File: config.mk
export PLATFORM = sky130hd
export DESIGN_NAME = swd_wake_seq
export DESIGN_NICKNAME = d
export VERILOG_FILES = /design/src/rtl/swd_wake_pkg.sv /design/src/rtl/swd_clk_div.sv /design/src/rtl/swd_seg_table.sv /design/src/rtl/swd_bit_shifter.sv /design/src/rtl/swd_wake_seq.sv
export SDC_FILE = /design/constraint.sdc
export NUM_CORES = 1
export LEC_CHECK = 0
export ABC_CLOCK_PERIOD_IN_PS = 3300
export BUFFER_PORTS_ARGS = -buffer_cell sky130_fd_sc_hd__clkbuf_2
export CAP_MARGIN = 25
export CORE_UTILIZATION = 50
export DETAILED_ROUTE_END_ITERATION = 8
export GPL_TIMING_DRIVEN = 0
export PLACE_DENSITY = 0.67
export SETUP_SLACK_MARGIN = 0.1
export SLEW_MARGIN = 5
export SYNTH_ARGS = -nofsm -noshare
export SYNTH_HDL_FRONTEND = slang
export SYNTH_HIERARCHICAL = 1
export SYNTH_SLANG_ARGS = --single-unit
File: constraint.sdc
create_clock -name clk -period 3.3 [get_ports clk]
set_input_delay 0.165 -clock clk [delete_from_list [all_inputs] [get_ports clk]]
set_output_delay 0.165 -clock clk [all_outputs]
set_load 0.02 [all_outputs]
File: src/rtl/swd_wake_pkg.sv
package swd_wake_pkg;

  localparam int WORD_W = 32;
  localparam int LEN_W  = $clog2(WORD_W);
  localparam int SEG_W  = 3;

  typedef enum logic [1:0] {
    SEQ_DORMANT = 2'd0,
    SEQ_LEGACY  = 2'd1,
    SEQ_LRESET  = 2'd2
  } seq_mode_t;

  typedef struct packed {
    logic [WORD_W-1:0] word;
    logic [LEN_W-1:0]  len_m1;
  } seg_t;

  // shared two-segment line reset tail
  function automatic seg_t lreset_seg(input logic sub);
    seg_t s;
    s.len_m1 = LEN_W'(WORD_W - 1);
    s.word   = sub ? 32'h0FFF_FFFF : 32'hFFFF_FFFF;
    return s;
  endfunction

  function automatic logic [SEG_W-1:0] seg_count(input seq_mode_t m);
    case (m)
      SEQ_DORMANT: return SEG_W'(7);
      SEQ_LEGACY:  return SEG_W'(5);
      default:     return SEG_W'(2);
    endcase
  endfunction

endpackage

File: src/rtl/swd_clk_div.sv
module swd_clk_div #(
  parameter int DIV_W = 8
) (
  input  logic             clk,
  input  logic             rst_n,
  input  logic             run,
  input  logic [DIV_W-1:0] half,
  output logic             swclk,
  output logic             fall
);
  logic [DIV_W-1:0] cnt_q;
  logic [DIV_W-1:0] half_eff;
  logic             wrap;

  assign half_eff = (half == '0) ? DIV_W'(1) : half;
  assign wrap     = (cnt_q == half_eff - DIV_W'(1));
  assign fall     = run && wrap && swclk;

  always_ff @(posedge clk or negedge rst_n) begin
    if (!rst_n) begin
      cnt_q <= '0;
      swclk <= 1'b0;
    end else if (!run) begin
      cnt_q <= '0;
      swclk <= 1'b0;
    end else if (wrap) begin
      cnt_q <= '0;
      swclk <= ~swclk;
    end else begin
      cnt_q <= cnt_q + DIV_W'(1);
    end
  end
endmodule

File: src/rtl/swd_seg_table.sv
module swd_seg_table
  import swd_wake_pkg::*;
(
  input  seq_mode_t        mode,
  input  logic [SEG_W-1:0] idx,
  output seg_t             seg
);
  localparam int TAIL_DORM = 5;
  localparam int TAIL_LEG  = 3;

  always_comb begin
    seg.word   = '1;
    seg.len_m1 = LEN_W'(WORD_W - 1);
    case (mode)
      SEQ_DORMANT: begin
        case (idx)
          3'd0: seg.word = 32'h6209_F392;
          3'd1: seg.word = 32'h8685_2D95;
          3'd2: seg.word = 32'hE3DD_AFE9;
          3'd3: seg.word = 32'h19BC_0EA2;
          3'd4: begin
            seg.word   = 32'h0000_01A0;
            seg.len_m1 = LEN_W'(11);
          end
          default: seg = lreset_seg(idx == SEG_W'(TAIL_DORM + 1));
        endcase
      end
      SEQ_LEGACY: begin
        case (idx)
          3'd0, 3'd1: seg.word = 32'hFFFF_FFFF;
          3'd2: begin
            seg.word   = 32'h0000_E79E;
            seg.len_m1 = LEN_W'(15);
          end
          default: seg = lreset_seg(idx == SEG_W'(TAIL_LEG + 1));
        endcase
      end
      default: seg = lreset_seg(idx == SEG_W'(1));
    endcase
  end
endmodule

File: src/rtl/swd_bit_shifter.sv
module swd_bit_shifter
  import swd_wake_pkg::*;
(
  input  logic              clk,
  input  logic              rst_n,
  input  logic              load,
  input  logic              shift,
  input  logic [WORD_W-1:0] word,
  input  logic [LEN_W-1:0]  len_m1,
  output logic              bit_o,
  output logic              seg_end
);
  logic [WORD_W-1:0] sh_q;
  logic [LEN_W-1:0]  rem_q;

  assign bit_o   = sh_q[0];
  assign seg_end = (rem_q == '0);

  always_ff @(posedge clk or negedge rst_n) begin
    if (!rst_n) begin
      sh_q  <= '0;
      rem_q <= '0;
    end else if (load) begin
      sh_q  <= word;
      rem_q <= len_m1;
    end else if (shift) begin
      sh_q  <= {1'b0, sh_q[WORD_W-1:1]};
      rem_q <= rem_q - LEN_W'(1);
    end
  end
endmodule

File: src/rtl/swd_wake_seq.sv
module swd_wake_seq
  import swd_wake_pkg::*;
#(
  parameter int DIV_W = 8
) (
  input  logic             clk,
  input  logic             rst_n,
  input  logic             start,
  input  logic             legacy_mode,
  input  logic             reset_only,
  input  logic [DIV_W-1:0] clk_div,
  output logic             swclk,
  output logic             swdio_out,
  output logic             swdio_oe,
  output logic             done
);
  logic             busy_q;
  logic             done_q;
  seq_mode_t        mode_q;
  seq_mode_t        mode_in;
  seq_mode_t        mode_sel;
  logic [SEG_W-1:0] seg_q;
  logic [SEG_W-1:0] seg_sel;
  seg_t             seg;
  logic             fall;
  logic             bit_o;
  logic             seg_end;
  logic             accept;
  logic             last_seg;
  logic             do_load;
  logic             do_shift;

  assign mode_in  = reset_only ? SEQ_LRESET : (legacy_mode ? SEQ_LEGACY : SEQ_DORMANT);
  assign accept   = start && !busy_q;
  assign last_seg = (seg_q == seg_count(mode_q) - SEG_W'(1));
  assign mode_sel = busy_q ? mode_q : mode_in;
  assign seg_sel  = busy_q ? seg_q + SEG_W'(1) : '0;
  assign do_load  = accept || (busy_q && fall && seg_end && !last_seg);
  assign do_shift = busy_q && fall && !seg_end;

  swd_clk_div #(.DIV_W(DIV_W)) u_div (
    .clk   (clk),
    .rst_n (rst_n),
    .run   (busy_q),
    .half  (clk_div),
    .swclk (swclk),
    .fall  (fall)
  );

  swd_seg_table u_tab (
    .mode (mode_sel),
    .idx  (seg_sel),
    .seg  (seg)
  );

  swd_bit_shifter u_sh (
    .clk     (clk),
    .rst_n   (rst_n),
    .load    (do_load),
    .shift   (do_shift),
    .word    (seg.word),
    .len_m1  (seg.len_m1),
    .bit_o   (bit_o),
    .seg_end (seg_end)
  );

  always_ff @(posedge clk or negedge rst_n) begin
    if (!rst_n) begin
      busy_q <= 1'b0;
      done_q <= 1'b0;
      mode_q <= SEQ_DORMANT;
      seg_q  <= '0;
    end else begin
      done_q <= 1'b0;
      if (accept) begin
        busy_q <= 1'b1;
        mode_q <= mode_in;
        seg_q  <= '0;
      end else if (busy_q && fall && seg_end) begin
        if (last_seg) begin
          busy_q <= 1'b0;
          done_q <= 1'b1;
        end else begin
          seg_q <= seg_q + SEG_W'(1);
        end
      end
    end
  end

  assign swdio_out = busy_q & bit_o;
  assign swdio_oe  = busy_q;
  assign done      = done_q;
endmodule

==> results.py, run 1 <==
metrics = {
    "outcome": {
        "outcome": "finished, final reports clean",
    },
    "global_route": {
        "antenna_found_initial": 0,
        "first_global_vias": 2680,
        "grt_pass1_wl_um": 12200,
        "grt_max_degree": 30,
        "grt_use_total": 0.211,
        "grt_overflow": 0,
    },
    "timing": {
        "fmax_mhz": 336,
        "setup_viol": 0,
        "relSlewSlack": 0.577,
        "finalClockSkew_ns": 0.00647,
        "post-route-min-period_ns": 2.97,
        "worst_slew_pin_slew_ns": 0.634,
        "slew_viol_final": 0,
        "finalHoldViolCount": 0,
        "post-route-period-util": 0.901,
        "grt_setup_unrepaired": "no",
    },
    "routing": {
        "ant_nets": 0,
        "first_iter_violations": 138,
        "vias": 2639,
        "drt-vias-per-instance": 5.49,
        "drc": 0,
        "drtPass1Iterations": 6,
        "drt-total-wl_um": 6850,
        "wl_per_cell_um": 14.2,
    },
    "final_layout": {
        "final_common_cell": "nand2_1",
        "drive_gt1_frac": 0.203,
        "final_cell_mix": "57 x nand2_1, 53 x dfrtp_1, 34 x mux2i_1",
        "synthToLayoutAreaGrowth_pct": 10.6,
        "num_antenna_cells": 0,
        "stdcell_area_sq_um": 3780,
        "fillers": 587,
        "final-instance-count-excl-fill": 481,
        "nets": 420,
    },
    "logic_synthesis": {
        "syn-cell-area_sq_um": 3420,
        "ys_warn_count": 6,
        "synthCells": 375,
        "synth_mux_area_frac": 0.109,
        "async_flop_share": 1.00,
        "ys.flop_type": "dfrtp_1",
        "synth-edff-count": 0,
        "synth.avg_cell_area_sq_um": 9.12,
        "ys_seq_area_frac": 0.388,
        "synth_cell_type_count": 63,
        "synth-seq-cells": 53,
        "yosys.area_share.simple": 0.204,
        "synthAdderAreaFrac": 0.0146,
        "synthXorXnorAreaFrac": 0.0512,
        "synth_top_family_by_area": "simple AND/OR/NAND/NOR gates",
        "synth-compound-area-share": 0.160,
    },
    "setup_path": {
        "worstRegToRegCells": 12,
        "cp-endpoint": "u_sh/sh_q[8]",
        "rr_startpoint": "u_div/cnt_q[5]",
        "crit_start": "clk_div[2]",
        "crit_arrival_ns": 3.15,
        "worstPathCellList": "clkbuf_2 -> nor2_2 -> and4_4 -> nor2_1 -> ha_1 -> nor2_1 -> nor2_1 -> a221oi_2 -> a41oi_2 -> nor4_4 -> and3_4 -> and3_1 -> nand2_2 -> nand2_1 -> clkbuf_4 -> clkbuf_4 -> o21ai_1",
        "endpoint_kind": "register",
        "crit_path_top_delay_cell": "nor4_4",
        "worstPathRequired_ns": 3.48,
        "worst-path-buf-inv": 3,
        "r2r_slack_ns": 0.46,
        "cpLargestDelayFamily": "simple AND/OR/NAND/NOR gates",
        "crit_cells": 17,
        "path_class": "in2reg",
        "critical_path.max_stage_delay_ns": 0.33,
        "start_kind": "input pin",
        "cp_max_fo": 10,
        "r2r-end": "u_sh/sh_q[8]",
        "critPathMostFrequentCell": "nor2_1",
    },
    "clock_tree": {
        "clock_latency_ns": 0.30,
        "clk_path_buf_depth": 2,
        "clk_pin_slew_ns": 0.09,
        "cts_setup_buffers": 0,
        "h-tree-depth": 2,
        "tritoncts": "built",
        "cts.sinks": 53,
        "numCtsBuffers": 5,
        "clockRootBuffer": "clkbuf_8",
    },
    "die": {
        "die_h_um": 84.7,
        "dieArea_sq_um": 7170,
        "initial_core_util": 0.529,
        "coreArea_sq_um": 6460,
        "die_x_um": 84.7,
        "rows": 29,
        "io_pins": 17,
    },
    "place": {
        "port_buffers": 16,
        "dp_hpwl_um": 5060,
        "gp_congestion": 0.909,
        "post_dp_cell_area_sq_um": 3630,
        "dp_cells": 472,
    },
    "pwr": {
        "p_leak_nw": 1.57,
        "peakVddDrop_mv": 0.291,
        "p_per_area_nw_per_um2": 571,
    },
    "worst_hold_path": {
        "hp-class": "in2reg",
    },
    "flow_run": {
        "cap_violations": 0,
    },
}
[power by group]
part	total (mW)	internal, mW	switching, mW
Clock	0.343	0.147	0.195
Combinational	0.722	0.345	0.376
Sequential	1.10	0.909	0.186
[worst min-delay path by stage]
| stage | from | end | slack (ns) | cells past startpoint |
|---|---|---|---|---|
| after detailed placement | rst_n | seg_q[0] | 0.21 | 1 |
| after global placement | start | swdio_oe | 0.41 | 3 |
| after global routing | reset_only | mode_q[1] | 0.11 | 2 |
| after floorplan | rst_n | done | -0.13 | 0 |
| final | reset_only | mode_q[1] | 0.12 | 2 |
| after CTS | reset_only | mode_q[1] | 0.11 | 2 |
[sequential cells by signal, summed over array words and instances (netlist names)]
register     count
done             1
u_div/swclk      1
mode_q           2
u_sh/rem_q       5
swdio_oe         1
u_sh/sh_q       32
seg_q            3
u_div/cnt_q      8
[worst reg2reg max path: cells and delay by family (launching register included)]
family	cells	cell delay, ns
and+or+nand+nor	6	1.04
AOI/OAI and AO/OA	2	0.39
buffers and inverters	2	0.42
xor gates and xnor gates	2	0.44
DFF	1	0.43
[synthesized netlist by cell type, types with 3 or more instances]
library cell,instances,area share
nand2_1,57,0.063
dfrtp_1,53,0.39
mux2i_1,34,0.10
nor2_1,29,0.032
o21ai_1,25,0.037
o21ai_0,20,0.029
buf_4,12,0.026
xnor2_1,11,0.028
a21oi_1,9,0.013
o21bai_1,9,0.020
xor2_1,9,0.023
inv_1,8,0.0088
nand3_1,8,0.012
clkbuf_1,7,0.0077
buf_2,6,0.0088
nand2b_1,6,0.011
and3_1,4,0.0073
ha_1,4,0.015
and2_1,3,0.0055
buf_6,3,0.0099
mux2_2,3,0.0099
nor2b_1,3,0.0055
nor3_1,3,0.0044
[cell type report]
cell class,count,area [sq um],share of cell area
sequential,53,1330,0.351
inverter,8,30.0,0.00794
timing repair buffer,18,110,0.0291
multi-input combinational,285,1890,0.500
clock inverter,2,10.0,0.00265
buffer,32,246,0.0652
tap,77,96.3,0.0255
clock buffer,6,72.6,0.0192
[metal layers]
layer  up-vias  global-route usage  share of wire
li1       1334                   -              -
met1      1257               0.304           0.50
met2        42               0.334           0.46
met3         6              0.0344          0.028
met4         0              0.0493         0.0099
met5         -                   0              0
[per-stage QoR]
step | util | hold WS [ns] | worst slack (ns) | setup TNS (ns) | total power [mW]
final | 0.585 | 0.118 | 0.328 | 0 | 2.16
after CTS | 0.580 | 0.106 | 0.0931 | 0 | 2.17
after detailed placement | 0.561 | 0.208 | -0.471 | -15.06 | 1.81
after floorplan | - | -0.131 | 0.241 | 0 | 1.63
after global placement | 0.558 | 0.407 | -0.431 | -13.67 | 1.78
after global routing | 0.585 | 0.113 | 0.119 | 0 | 2.34
[cell families after synthesis]
logic type | Yosys count
AO/OA/AOI/OAI | 84
multiplexers | 37
XOR/XNOR | 20
flip-flops | 53
buffers and inverters | 40
other | 1
AND/OR/NAND/NOR | 136
adder cells (fa/ha/maj) | 4
[repair_timing]
item,4_1_cts,5_1_grt
hold buffers,1,0
setup endpoints to repair,35,37
gates resized for setup,12,17
endpoints found under the hold margin,24,0
pin swaps,0,3
(Power assumes the default switching activity.)
==> run 2, diff against run 1 <==
--- a/config.mk
+++ b/config.mk
@@ -10,3 +10,3 @@
 export CAP_MARGIN = 25
-export CORE_UTILIZATION = 50
+export CORE_UTILIZATION = 40
 export DETAILED_ROUTE_END_ITERATION = 8
==> constraint.sdc (replaced) <==
create_clock -name clk -period 3.3 [get_ports clk]
set_input_delay 0.33 -clock clk [delete_from_list [all_inputs] [get_ports clk]]
set_output_delay 0.33 -clock clk [all_outputs]
set_load 0.02 [all_outputs]
==> results.py, run 2 (same netlist as run 1, synthesis figures left out) <==
metrics = {
    "flow_run": {
        "cap_violations": 0,
    },
    "routing": {
        "ant_nets": 0,
        "drt-vias-per-instance": 5.19,
        "wl_per_cell_um": 13.0,
        "drc": 0,
        "drt-total-wl_um": 6630,
        "first_iter_violations": 145,
        "drtPass1Iterations": 4,
        "vias": 2652,
    },
    "pwr": {
        "p_sw_mw": 0.750,
        "switching_share": 0.347,
        "p_clk_frac": 0.157,
        "p_per_area_nw_per_um2": 557,
        "p_leak_nw": 1.59,
        "intPower_mw": 1.41,
        "pwr-share-comb": 0.333,
        "p_seq_frac": 0.510,
        "total_power_mw": 2.16,
        "peakVddDrop_mv": 0.231,
    },
    "place": {
        "dp_hpwl_um": 5010,
        "post_dp_cell_area_sq_um": 3660,
        "post-place-ws_ns": -0.544,
        "gp_congestion": 0.863,
        "dp_cells": 500,
        "port_buffers": 16,
    },
    "timing": {
        "finalClockSkew_ns": 0.00582,
        "post-route-period-util": 0.913,
        "post-route-min-period_ns": 3.01,
        "setup_slack_ns": 0.288,
        "finalHoldWorstSlack_ns": 0.0123,
        "slew_viol_final": 0,
        "fmax_mhz": 332,
        "finalHoldViolCount": 0,
        "setup_viol": 0,
        "worst_slew_pin_slew_ns": 0.637,
        "relSlewSlack": 0.572,
        "grt_setup_unrepaired": "yes",
        "final.setup.tns_ns": 0,
    },
    "final_layout": {
        "synthToLayoutAreaGrowth_pct": 13.5,
        "largest_reg_flops": 32,
        "final-instance-count-excl-fill": 511,
        "num_antenna_cells": 0,
        "largest_registers": "u_sh/sh_q x32, u_div/cnt_q x8, u_sh/rem_q x5",
        "drive_gt1_frac": 0.212,
        "multi_input_area_sq_um": 1900,
        "stdcell_area_sq_um": 3880,
        "top_register": "u_sh/sh_q",
        "final_common_cell": "nand2_1",
        "final-seq-area_sq_um": 1330,
        "final_cell_mix": "57 x nand2_1, 53 x dfrtp_1, 31 x mux2i_1",
        "nets": 422,
        "fillers": 823,
        "post-route-util": 0.470,
    },
    "clock_tree": {
        "clockRootBuffer": "clkbuf_8",
        "numCtsBuffers": 5,
        "h-tree-depth": 2,
        "clk_path_buf_depth": 2,
        "cts.sinks": 53,
        "clock_latency_ns": 0.30,
        "tritoncts": "built",
        "clk_pin_slew_ns": 0.09,
        "holdBufCountCts": 0,
    },
    "setup_path": {
        "critical_path.max_stage_delay_ns": 0.34,
        "rr_startpoint": "u_div/cnt_q[5]",
        "endpoint_kind": "register",
        "crit_path_top_delay_cell": "nor4_4",
        "crit_arrival_ns": 3.20,
        "r2r-end": "u_sh/sh_q[14]",
        "worstPathCellList": "clkbuf_2 -> nor3_4 -> and4_1 -> nor2_1 -> ha_1 -> xnor2_1 -> a221oi_2 -> nand4_2 -> nor4_4 -> and3_4 -> nand2_1 -> nor2_2 -> buf_6 -> buf_6 -> mux2i_2 -> o21ai_1",
        "start_kind": "input pin",
        "path_class": "in2reg",
        "critPathMostFrequentCell": "buf_6",
        "worstRegToRegCells": 12,
        "cp_max_fo": 10,
        "worstPathRequired_ns": 3.48,
        "r2r_slack_ns": 0.60,
    },
    "die": {
        "initial_core_util": 0.414,
        "die_h_um": 94.4,
        "die_x_um": 94.4,
        "dieArea_sq_um": 8920,
        "io_pins": 17,
        "rows": 33,
        "coreArea_sq_um": 8260,
    },
    "global_route": {
        "grt_pass1_wl_um": 12000,
        "top_usage_layer": "met2",
        "grt_use_total": 0.169,
        "grt_use_met1": 0.232,
        "grt_max_degree": 32,
        "met3_usage": 0.0266,
        "antenna_found_initial": 0,
        "grt_overflow": 0,
        "use_met2": 0.274,
        "first_global_vias": 2592,
    },
    "worst_hold_path": {
        "hp-class": "in2async",
    },
    "outcome": {
        "outcome": "finished, final reports clean",
    },
}
[run 2: changes by cell type in the layout (fill, tap and decap cells not counted), sizes merged]
cell and change:
buf +5, clkinv -2, dlygate4sd3 -1
[run 2: worst max-delay path by stage]
stage	startpoint	end	depth (start not counted)
2_1_floorplan	clk_div[2]	u_sh/sh_q[15]	15
3_3_place_gp	clk_div[3]	u_sh/sh_q[3]	16
3_5_place_dp	clk_div[3]	u_sh/sh_q[26]	17
4_1_cts	clk_div[4]	u_sh/sh_q[14]	16
5_1_grt	clk_div[6]	u_sh/sh_q[16]	16
6_report	clk_div[6]	u_sh/sh_q[14]	16
[run 2: area by class of cell]
type                    instances  share of cell area
multi-input cells             285               0.490
plain buffers                  32              0.0706
clock buffers                   8              0.0206
well taps                     105              0.0339
inverters                       8             0.00774
repair buffers                 20              0.0348
flip-flops and latches         53               0.342
[run 2: layer usage]
layer / vias to the layer above / share of wire
met2: 46 / 0.47
met4: 0 / 0.0092
met1: 1251 / 0.49
met5: - / 0
met3: 6 / 0.032
li1: 1349 / -
[run 2: critical path: cells and delay by family]
family	cells	cell delay, ns
mux	1	0.23
fa+ha+maj	1	0.30
simple gates	8	1.44
xor+xnor	1	0.14
compound gates	2	0.27
buf+inv	3	0.47
[run 2: power groups by stage]
stage	combinational (mW)	sequential, mW	clock (mW)
finish	0.720	1.10	0.340
global route	0.822	1.14	0.385
CTS	0.716	1.10	0.358
detailed placement	0.700	1.11	0
global placement	0.676	1.10	0
floorplan	0.560	1.07	0
[run 2: timing repair]
action,in CTS,in global routing
endpoints found under the setup margin,35,37
buffers inserted,0,3
resized for setup,15,21
pin swaps,1,4
==> run 3, diff against run 2 <==
ABC_AREA = 1   (was default)
CTS_BUF_LIST = sky130_fd_sc_hd__clkbuf_4 sky130_fd_sc_hd__clkbuf_8 sky130_fd_sc_hd__clkbuf_16   (was default)
==> results.py, run 3 <==
metrics = {
    "final_layout": {
        "largest_registers": "u_sh/sh_q x32, u_div/cnt_q x8, u_sh/rem_q x5",
        "fillers": 852,
        "drive_gt1_frac": 0.194,
        "final-seq-area_sq_um": 1330,
        "final_common_cell": "nand2_1",
        "top_register": "u_sh/sh_q",
        "nets": 515,
        "synthToLayoutAreaGrowth_pct": 9.73,
        "num_antenna_cells": 0,
        "largest_reg_flops": 32,
        "final_cell_mix": "160 x nand2_1, 57 x inv_1, 53 x dfrtp_1",
        "multi_input_area_sq_um": 1780,
    },
    "setup_path": {
        "cpLargestDelayFamily": "simple AND/OR/NAND/NOR gates",
        "endpoint_kind": "register",
        "crit_cells": 24,
        "rr_startpoint": "u_div/cnt_q[5]",
        "worst-path-buf-inv": 6,
        "critical_path.max_stage_delay_ns": 0.26,
        "cp_max_fo": 10,
        "critPathMostFrequentCell": "nand2_1",
        "r2r-end": "u_sh/sh_q[17]",
        "crit_path_top_delay_cell": "nor2_4",
        "start_kind": "input pin",
        "r2r_slack_ns": 0.87,
        "crit_arrival_ns": 3.10,
        "worstPathCellList": "clkbuf_2 -> inv_1 -> nand2_1 -> nor2_1 -> nand2_2 -> nand2_1 -> inv_1 -> ha_1 -> inv_1 -> nand2_1 -> a21o_1 -> and2_1 -> nand3_1 -> nor2_1 -> nand3_1 -> nor2_1 -> nand3_1 -> o21ai_2 -> nand2_4 -> clkinvlp_4 -> nor2_4 -> buf_4 -> nand2_1 -> o211ai_2",
        "worstRegToRegCells": 15,
        "worstPathRequired_ns": 3.54,
        "path_class": "in2reg",
    },
    "routing": {
        "drc": 0,
        "first_iter_violations": 121,
        "drtPass1Iterations": 4,
        "drt-total-wl_um": 7300,
        "ant_nets": 0,
        "vias": 2948,
        "drt-vias-per-instance": 4.88,
        "wl_per_cell_um": 12.1,
    },
    "clock_tree": {
        "clk_pin_slew_ns": 0.10,
        "h-tree-depth": 2,
        "clk_path_buf_depth": 2,
        "cts_resized": 0,
        "holdBufCountCts": 0,
        "clockRootBuffer": "clkbuf_8",
        "cts.sinks": 53,
        "tritoncts": "built",
        "cts_setup_buffers": 0,
        "numCtsBuffers": 5,
        "clock_latency_ns": 0.31,
    },
    "timing": {
        "slew_viol_final": 0,
        "finalHoldViolCount": 0,
        "fmax_mhz": 349,
        "finalHoldWorstSlack_ns": 0.0999,
        "relSlewSlack": 0.501,
        "grt_setup_unrepaired": "no",
        "finalClockSkew_ns": 0.00631,
        "setup_viol": 0,
        "final.setup.tns_ns": 0,
        "post-route-min-period_ns": 2.86,
        "post-route-period-util": 0.867,
        "worst_slew_pin_slew_ns": 0.749,
    },
    "logic_synthesis": {
        "ys_seq_area_frac": 0.375,
        "synth.avg_cell_area_sq_um": 7.49,
        "syn-cell-area_sq_um": 3540,
        "synth-seq-cells": 53,
        "synth_common_cells": "160 x nand2_1, 58 x inv_1, 53 x dfrtp_1, 42 x nand3_1, 39 x nor2_1",
        "synth_cell_type_count": 37,
        "yosys.area.top_type_share": 0.375,
        "yosys-top-cells-area": "dfrtp_1 38%, nand2_1 17%, o211ai_2 7.1%",
        "async_flop_share": 1.00,
        "ys_warn_count": 6,
        "synth-edff-count": 0,
        "synth.most_common_cell": "nand2_1",
        "synth_area_leader_cell": "dfrtp_1",
        "synthCells": 472,
        "ys.flop_type": "dfrtp_1",
    },
    "global_route": {
        "grt_pass1_wl_um": 12800,
        "first_global_vias": 2814,
        "grt_use_total": 0.179,
        "grt_overflow": 0,
        "grt_max_degree": 54,
        "antenna_found_initial": 0,
    },
    "outcome": {
        "outcome": "finished, final reports clean",
    },
    "flow_run": {
        "cap_violations": 0,
    },
    "die": {
        "io_pins": 17,
        "dieArea_sq_um": 9220,
        "coreArea_sq_um": 8380,
        "initial_core_util": 0.422,
        "die_x_um": 96.0,
        "rows": 33,
        "die_h_um": 96.0,
    },
    "place": {
        "dp_hpwl_um": 5450,
        "gp_congestion": 0.880,
        "port_buffers": 16,
    },
    "worst_hold_path": {
        "hp-class": "in2async",
    },
    "pwr": {
        "peakVddDrop_mv": 0.241,
        "p_per_area_nw_per_um2": 532,
        "p_leak_nw": 1.98,
    },
}
==> run 3: cell count changes after synthesis, sizes merged, moves of 17 or more <==
cell	change
inv	+58
mux2i	-34
nand3	+37
nand2	+105
o21ai	-32
nor2	+17
o211ai	+20
==> run 3: metrics by stage <==
stage          setup WS [ns]  utilization  total power, mW  area, sq um  cells
6_report               0.438        0.463             2.06         3880    604
5_1_grt                0.106        0.463             2.23         3880    604
4_1_cts                0.407        0.462             2.08         3880    604
3_5_place_dp          0.0873        0.449             1.62         3760    596
3_3_place_gp           0.117        0.448             1.60         3760    596
2_1_floorplan          0.582            -             1.46         3550    475
==> run 3: how the worst max path moves through the flow <==
stage / start / endpoint
after global placement: clk_div[2] / u_sh/sh_q[19]
after detailed placement: clk_div[4] / u_sh/sh_q[17]
after global routing: clk_div[1] / u_sh/sh_q[30]
final: clk_div[1] / u_sh/sh_q[6]
after floorplan: clk_div[1] / u_sh/sh_q[10]
after CTS: clk_div[4] / u_sh/sh_q[17]
==> run 3: logic make-up after synthesis <==
logic type,count (synthesis),synth area share
adder cells (fa/ha/maj),4,0.0142
buffers and inverters,90,0.126
flip-flops,53,0.375
other,1,0.00106
AND/OR/NAND/NOR,268,0.339
XOR/XNOR,12,0.0297
AO/OA/AOI/OAI,44,0.115
==> run 3: where the power goes <==
part	internal, mW	total (mW)	switching (mW)
sequential	0.787	0.891	0.104
clock	0.236	0.456	0.220
combinational	0.299	0.717	0.418
total	1.32	2.06	0.742
==> run 3: cell type report <==
class,instances,share of cell area
plain buffers,24,0.0506
clock buffers,6,0.0197
clock inverters,2,0.0100
inverters,66,0.0648
multi-input cells,332,0.458
flip-flops and latches,53,0.342
well taps,105,0.0339
repair buffers,16,0.0213
==> run 3: per-layer routing <==
| metal | wire length (um) | vias to the layer above | part of all wire | track usage |
|---|---|---|---|---|
| met3 | 241 | 7 | 0.033 | 0.0269 |
| li1 | - | 1518 | - | - |
| met1 | 3490 | 1372 | 0.48 | 0.239 |
| met5 | 0 | - | 0 | 0 |
| met4 | 86 | 0 | 0.012 | 0.0522 |
| met2 | 3480 | 51 | 0.48 | 0.298 |
